--- config.mk ---
export PLATFORM = sky130hd
export DESIGN_NAME = pwd_access_gate
export DESIGN_NICKNAME = d
export VERILOG_FILES = /design/src/rtl/pag_pkg.sv /design/src/rtl/pag_cfg_regs.sv /design/src/rtl/pag_login_flag.sv /design/src/rtl/pag_decide.sv /design/src/rtl/pwd_access_gate.sv
export SDC_FILE = /design/constraint.sdc
export NUM_CORES = 1
export LEC_CHECK = 0
export BUFFER_PORTS_ARGS = -buffer_cell sky130_fd_sc_hd__buf_2
export CAP_MARGIN = 15
export CORE_MARGIN = 8
export CORE_UTILIZATION = 46
export DETAILED_ROUTE_END_ITERATION = 7
export PLACE_DENSITY = 0.95
export RECOVER_POWER = 100
export SYNTH_ARGS = -nofsm -noshare
export SYNTH_HDL_FRONTEND = slang
export SYNTH_SLANG_ARGS = --single-unit
export TNS_END_PERCENT = 30
--- constraint.sdc ---
create_clock -name clk -period 4.9 [get_ports clk]
set_clock_uncertainty 0.15 [all_clocks]
set_input_delay 0.245 -clock clk [delete_from_list [all_inputs] [get_ports clk]]
set_output_delay 0.245 -clock clk [all_outputs]
set_load 0.01 [all_outputs]
--- src/rtl/pag_pkg.sv ---
package pag_pkg;

    localparam int FIELD_W = 8;

    typedef enum logic [1:0] {
        REQ_LOGIN = 2'd0,
        REQ_PWCHK = 2'd1,
        REQ_WRITE = 2'd2,
        REQ_READ  = 2'd3
    } req_kind_e;

    // Packed so that the low field lands at the low bits of a 16-bit slice
    typedef struct packed {
        logic [FIELD_W-1:0] last;
        logic [FIELD_W-1:0] first;
    } span_t;

    typedef struct packed {
        logic vld;
        logic ack;
        logic nak;
        logic masked;
    } verdict_t;

    function automatic logic span_hit(input logic [FIELD_W-1:0] a, input span_t s);
        return (a >= s.first) && (a <= s.last);
    endfunction

endpackage

--- src/rtl/pag_cfg_regs.sv ---
module pag_cfg_regs
    import pag_pkg::*;
#(
    parameter int WORD_W  = 32,
    parameter int CHK_BIT = 16
) (
    input  logic              clk,
    input  logic              rst,
    input  logic              load,
    input  logic [WORD_W-1:0] ctrl_in,
    input  logic [WORD_W-1:0] prot_in,
    output logic              chk_en,
    output span_t             spans [2]
);
    localparam int SPAN_W = 2 * FIELD_W;

    logic              chk_q;
    logic [WORD_W-1:0] prot_q;
    logic              ctrl_unused;

    assign ctrl_unused = ^{ctrl_in[WORD_W-1:CHK_BIT+1], ctrl_in[CHK_BIT-1:0]};

    always_ff @(posedge clk) begin
        if (rst) begin
            chk_q  <= 1'b0;
            prot_q <= '0;
        end else if (load) begin
            chk_q  <= ctrl_in[CHK_BIT];
            prot_q <= prot_in;
        end
    end

    assign chk_en = chk_q;

    // spans[0]: read protect, spans[1]: write inhibit
    for (genvar i = 0; i < 2; i++) begin : g_span
        assign spans[i] = span_t'(prot_q[i*SPAN_W +: SPAN_W]);
    end

endmodule

--- src/rtl/pag_login_flag.sv ---
module pag_login_flag (
    input  logic clk,
    input  logic rst,
    input  logic clr,
    input  logic upd,
    input  logic val,
    output logic flag
);
    always_ff @(posedge clk) begin
        if (rst || clr) begin
            flag <= 1'b0;
        end else if (upd) begin
            flag <= val;
        end
    end
endmodule

--- src/rtl/pag_decide.sv ---
module pag_decide
    import pag_pkg::*;
#(
    parameter int WORD_W    = 32,
    parameter int ADDR_W    = 6,
    parameter int NUM_EE    = 32,
    parameter int NUM_ROM   = 2,
    parameter int CFG_FIRST = 1,
    parameter int CFG_LAST  = 2
) (
    input  req_kind_e         kind,
    input  logic [ADDR_W-1:0] addr,
    input  logic [WORD_W-1:0] cand,
    input  logic [WORD_W-1:0] pw,
    input  logic              chk_en,
    input  span_t             spans [2],
    input  logic              logged,
    input  logic              parity_ok,
    input  logic              power_ok,
    input  logic              raw,
    output logic              ack,
    output logic              nak,
    output logic              masked,
    output logic              login_upd,
    output logic              login_val
);
    localparam logic [ADDR_W-1:0] LAST_ADDR = ADDR_W'(NUM_EE + NUM_ROM - 1);
    localparam logic [ADDR_W-1:0] FIRST_ROM = ADDR_W'(NUM_EE);
    localparam logic [ADDR_W-1:0] CFG_LO    = ADDR_W'(CFG_FIRST);
    localparam logic [ADDR_W-1:0] CFG_HI    = ADDR_W'(CFG_LAST);

    logic [FIELD_W-1:0] addr_x;
    logic               pw_match, in_map, rp_hit, wi_hit, is_cfg, write_ok;

    assign addr_x   = FIELD_W'(addr);
    assign pw_match = (cand == pw);
    assign in_map   = (addr <= LAST_ADDR);
    assign rp_hit   = span_hit(addr_x, spans[0]);
    assign wi_hit   = span_hit(addr_x, spans[1]);
    assign is_cfg   = (addr >= CFG_LO) && (addr <= CFG_HI);

    always_comb begin
        write_ok = 1'b0;
        if (parity_ok && power_ok && addr != '0 && addr < FIRST_ROM && !wi_hit) begin
            if (is_cfg) write_ok = logged;
            else        write_ok = !chk_en || logged;
        end
    end

    always_comb begin
        ack       = 1'b0;
        masked    = 1'b0;
        login_upd = 1'b0;
        login_val = 1'b0;
        unique case (kind)
            REQ_LOGIN: begin
                ack       = parity_ok && pw_match;
                login_upd = 1'b1;
                login_val = parity_ok && pw_match;
            end
            REQ_PWCHK: ack = parity_ok && power_ok && pw_match;
            REQ_WRITE: ack = write_ok;
            REQ_READ: begin
                ack    = in_map;
                masked = in_map && ((addr == '0) || (rp_hit && !logged && !raw));
            end
            default: ack = 1'b0;
        endcase
        nak = !ack;
    end

endmodule

--- src/rtl/pwd_access_gate.sv ---
module pwd_access_gate
    import pag_pkg::*;
#(
    parameter int WORD_W    = 32,
    parameter int ADDR_W    = 6,
    parameter int NUM_EE    = 32,
    parameter int NUM_ROM   = 2,
    parameter int CHK_BIT   = 16,
    parameter int CFG_FIRST = 1,
    parameter int CFG_LAST  = 2
) (
    input  logic              clk,
    input  logic              rst,
    input  logic              cfg_load,
    input  logic [WORD_W-1:0] pw_word,
    input  logic [WORD_W-1:0] ctrl_word,
    input  logic [WORD_W-1:0] prot_word,
    input  logic              req_valid,
    input  logic [1:0]        req_kind,
    input  logic [ADDR_W-1:0] req_addr,
    input  logic [WORD_W-1:0] req_cand,
    input  logic              req_parity_ok,
    input  logic              req_power_ok,
    input  logic              req_raw,
    output logic              vrd_valid,
    output logic              vrd_ack,
    output logic              vrd_nak,
    output logic              vrd_masked,
    output logic              logged_in
);
    logic      chk_en;
    span_t     spans [2];
    logic      d_ack, d_nak, d_masked, d_upd, d_val;
    verdict_t  v_q;

    pag_cfg_regs #(.WORD_W(WORD_W), .CHK_BIT(CHK_BIT)) u_cfg (
        .clk     (clk),
        .rst     (rst),
        .load    (cfg_load),
        .ctrl_in (ctrl_word),
        .prot_in (prot_word),
        .chk_en  (chk_en),
        .spans   (spans)
    );

    pag_decide #(
        .WORD_W(WORD_W), .ADDR_W(ADDR_W), .NUM_EE(NUM_EE), .NUM_ROM(NUM_ROM),
        .CFG_FIRST(CFG_FIRST), .CFG_LAST(CFG_LAST)
    ) u_dec (
        .kind      (req_kind_e'(req_kind)),
        .addr      (req_addr),
        .cand      (req_cand),
        .pw        (pw_word),
        .chk_en    (chk_en),
        .spans     (spans),
        .logged    (logged_in),
        .parity_ok (req_parity_ok),
        .power_ok  (req_power_ok),
        .raw       (req_raw),
        .ack       (d_ack),
        .nak       (d_nak),
        .masked    (d_masked),
        .login_upd (d_upd),
        .login_val (d_val)
    );

    pag_login_flag u_login (
        .clk  (clk),
        .rst  (rst),
        .clr  (cfg_load),
        .upd  (req_valid && d_upd),
        .val  (d_val),
        .flag (logged_in)
    );

    always_ff @(posedge clk) begin
        if (rst || !req_valid) begin
            v_q <= '0;
        end else begin
            v_q <= '{vld: 1'b1, ack: d_ack, nak: d_nak, masked: d_masked};
        end
    end

    assign vrd_valid  = v_q.vld;
    assign vrd_ack    = v_q.ack;
    assign vrd_nak    = v_q.nak;
    assign vrd_masked = v_q.masked;

endmodule

==> metrics.csv <==
stage,metric,value,unit
logic_synthesis,post-synthesis cell area,2360,um^2
global_routing,gr usage total,17.54,%
critical_path,Worst path max stage delay,0.70,ns
logic_synthesis,Post-Syn Instances,262,
pwr,Pwr Total,719.2,uW
logic_synthesis,Synth cell types,37,
clocking,CTS resizes,0,
critical_path,CP max stage cell,a2111oi_0,
clocking,clock buffer count from CTS,5,
sta,fmax,0.4140,GHz
clocking,setup bufs post-CTS,0,
pwr,Pleak,0.001525,uW
cells_and_area,Layout Nets,544,
routing,first drt pass iteration count,4,
routing,final wirelength,6.739,mm
critical_path,critical path capture point type,flop,
critical_path,Crit path required time,4.98,ns
cells_and_area,final instance area,3069,um^2
pwr,Logic pwr share,24.2,%
routing,Final ANT Viol Nets,0,
clocking,CTS tree,yes,
placement,dpl ws,2.489,ns
logic_synthesis,syn nets,429,
routing,WL per Instance,15.11,um
cells_and_area,layout cells sized above 1,31.38,%
critical_path,worst setup path category,flop to flop,
sta,max_slew headroom,-1.760,%
clocking,clock latency at the later pin of the worst-skew pair,0.29,ns
floorplanning,row count,26,
routing,initial drt markers,53,
sta,setup_tns,0,ns
clocking,Longest Clk Path Bufs,2,
clocking,depth of the CTS H-tree,2,
min_path,Hold Path Class,primary input to flop,
logic_synthesis,post-synthesis register bit count,38,
floorplanning,Initial Util,46.80,%
floorplanning,Die Height,87.63,um
pwr,part of the power in registers,46.6,%
floorplanning,die width,87.63,um
sta,post-route setup slack,2.485,ns
status,status,"finished, violations left",
job,Max-Cap Viols,1,
sta,final max-slew violation count,36,
sta,Tmin final,2.415,ns
placement,Detail Placement HPWL,5.544,mm
sta,hold slack,0.03334,ns
routing,met2 wire len,3.420,mm
pwr,Clock Power Share,29.3,%
clocking,hold buffer count at cts,0,
critical_path,Top Family by Delay on Critical Path,compound AO/OA/AOI/OAI gates,
logic_synthesis,Yosys top cell area share,32.24,%
placement,buffers added on ports,116,
routing,met1 wire length,2.795,mm
clocking,clock-pin transition on the worst setup and hold timing paths,0.07,ns
global_routing,first-pass GRT wire length,10.52,mm
status,failing checks,"capacitance limit, slew limit",
logic_synthesis,sequential area share after synthesis,32.24,%
global_routing,initial antenna violation count,0,
global_routing,GR Overflow Total,0,
global_routing,largest net degree at the start of global routing,36,
routing,# DRC,0,
clocking,CTS root buffer,clkbuf_8,
pwr,internal power,523.7,uW
placement,GPL Wtd Cong,0.8321,
logic_synthesis,top post-synthesis cells by area,"dfxtp_1 (32%), mux2i_1 (14%), ha_1 (13%)",
sta,"Hold Vio Cnt, Final",0,
floorplanning,total core area,5042,um^2
pwr,Sw Pwr,195.5,uW
pwr,Switching Fraction,27.18,%
critical_path,Worst Setup Start Kind,flop,
critical_path,CP arrival,2.50,ns
cells_and_area,n_diodes,0,
pwr,VDD IR-drop max,0.1588,mV
cells_and_area,area grow syn2layout,30.06,%
routing,Vias/cell,4.991,
critical_path,cells along the critical path,inv_1 -> ha_1 -> o21a_1 -> o21ai_0 -> a31oi_1 -> a2111oi_0 -> o211a_1 -> o31a_1,
placement,area post-placement,2994,um^2
logic_synthesis,Avg Inst Size Synth,9.007,um^2
routing,met3 wire length,418,um
floorplanning,I/O pin count,148,
pwr,PD cells,234.3,nW/um^2
sta,RSZ-0062 raised after global routing,no,
global_routing,vias in the first global route,2369,
routing,Vias,2226,
sta,Finish-stage setup viols,0,
logic_synthesis,Yosys top cell by area,dfxtp_1,
logic_synthesis,Ys Warns,0,
critical_path,Critical Path Fanout Max,2,
routing,max layer used,met4,
critical_path,R2R setup slack,2.48,ns
clocking,clock sink count,38,
critical_path,crit path buf inv count,1,
sta,Worst Max-Slew Pin Slew,1.526,ns
sta,Tcrit/Tclk final,49.29,%
floorplanning,die area,7678,um^2
==> Yosys cell counts <==
| master | count |
|---|---|
| a31oi_1 | 1 |
| o21ai_0 | 6 |
| a21o_1 | 1 |
| o22ai_1 | 1 |
| a211oi_1 | 2 |
| ha_1 | 24 |
| nor3_1 | 3 |
| nand2b_1 | 2 |
| and4_1 | 1 |
| nand3_1 | 2 |
| nand2_1 | 10 |
| a22oi_1 | 1 |
| and3b_1 | 1 |
| nor2b_1 | 3 |
| o41ai_1 | 1 |
| or4_1 | 1 |
| clkbuf_1 | 5 |
| nand4_1 | 2 |
| dfxtp_1 | 38 |
| or3_1 | 1 |
| o21a_1 | 5 |
| nor4_2 | 1 |
| o31a_1 | 1 |
| o211a_1 | 1 |
| maj3_1 | 1 |
| mux2i_1 | 33 |
| a41oi_1 | 1 |
| o221ai_1 | 1 |
| buf_2 | 3 |
| xor2_1 | 32 |
| o211ai_1 | 2 |
| nor2_1 | 36 |
| a2111oi_0 | 1 |
| a21oi_1 | 4 |
| nor4_1 | 10 |
| o311a_2 | 1 |
| inv_1 | 23 |
==> worst reg2reg max path: stages, from the launching register on <==
cell and delay, ns:
dfxtp_1 0.35, inv_1 0.06, ha_1 0.30, o21a_1 0.19, o21ai_0 0.14, a31oi_1 0.06, a2111oi_0 0.70, o211a_1 0.26
o31a_1 0.15
==> sequential cells by signal, summed over array words and instances (netlist names) <==
signal        count
u_login.flag      1
vrd_masked        1
vrd_valid         1
vrd_nak           1
u_cfg.prot_q     32
u_cfg.chk_en      1
vrd_ack           1
==> stage by stage <==
stage,utilization (%),cells
3_3_place_gp,59.38,440
3_5_place_dp,59.38,440
5_1_grt,60.87,446
2_1_floorplan,-,262
6_report,60.87,446
4_1_cts,61.02,446
==> per-layer routing <==
metal  up-vias  global-route usage (%)
li1       1129                       -
met1      1019                   19.14
met2        67                   31.96
met3        11                   4.409
met4         0                   6.094
met5         -                       0
==> power by group through the flow <==
stage,clock network (uW),logic (uW),registers [uW]
3_5_place_dp,0,174,342
6_report,210,174,335
5_1_grt,227,195,337
4_1_cts,218,175,335
2_1_floorplan,0,97.6,340
3_3_place_gp,0,164,341
==> final timing paths <==
check,start,to,depth (start not counted)
hold / removal,prot_word[13],u_cfg.prot_q[13],3
hold reg to reg,u_cfg.prot_q[13],u_cfg.prot_q[13],2
setup reg to reg,u_cfg.prot_q[28],vrd_nak,8
setup / recovery,u_cfg.prot_q[28],vrd_nak,8
==> final cells by class <==
cell class | count | area, um^2
Fill cell | 450 | 1973
Inverter | 23 | 86.33
Tap cell | 70 | 87.58
Clock buffer | 6 | 82.58
Timing Repair Buffer | 116 | 573.1
Sequential cell | 38 | 760.7
Multi-Input combinational cell | 193 | 1479
==> cells by family (layout without fill, tap and decap cells) <==
logic type	Yosys count	after routing	synth area share [%]
AOI/OAI and AO/OA	30	30	8.909
xor gates and xnor gates	32	32	11.88
adders and majority gates	25	25	13.15
buffers and inverters	31	145	5.090
DFF	38	38	32.24
muxes	33	33	14.00
and+or+nand+nor	73	73	14.74
==> cell usage in the layout, fill, tap and decap left out, types with 2 or more instances in the layout <==
cell type,instances
nor3_1,3
o21a_1,5
clkbuf_8,6
mux2i_1,33
nand4_1,2
inv_1,23
dfxtp_1,38
clkbuf_1,6
nor2b_1,3
xor2_1,32
a21oi_1,4
nand3_1,2
nand2_1,10
ha_1,24
nor2_1,36
buf_2,110
nor4_1,10
a211oi_1,2
o211ai_1,2
nand2b_1,2
o21ai_0,6
Note: power is estimated with default switching activity, not from simulation.
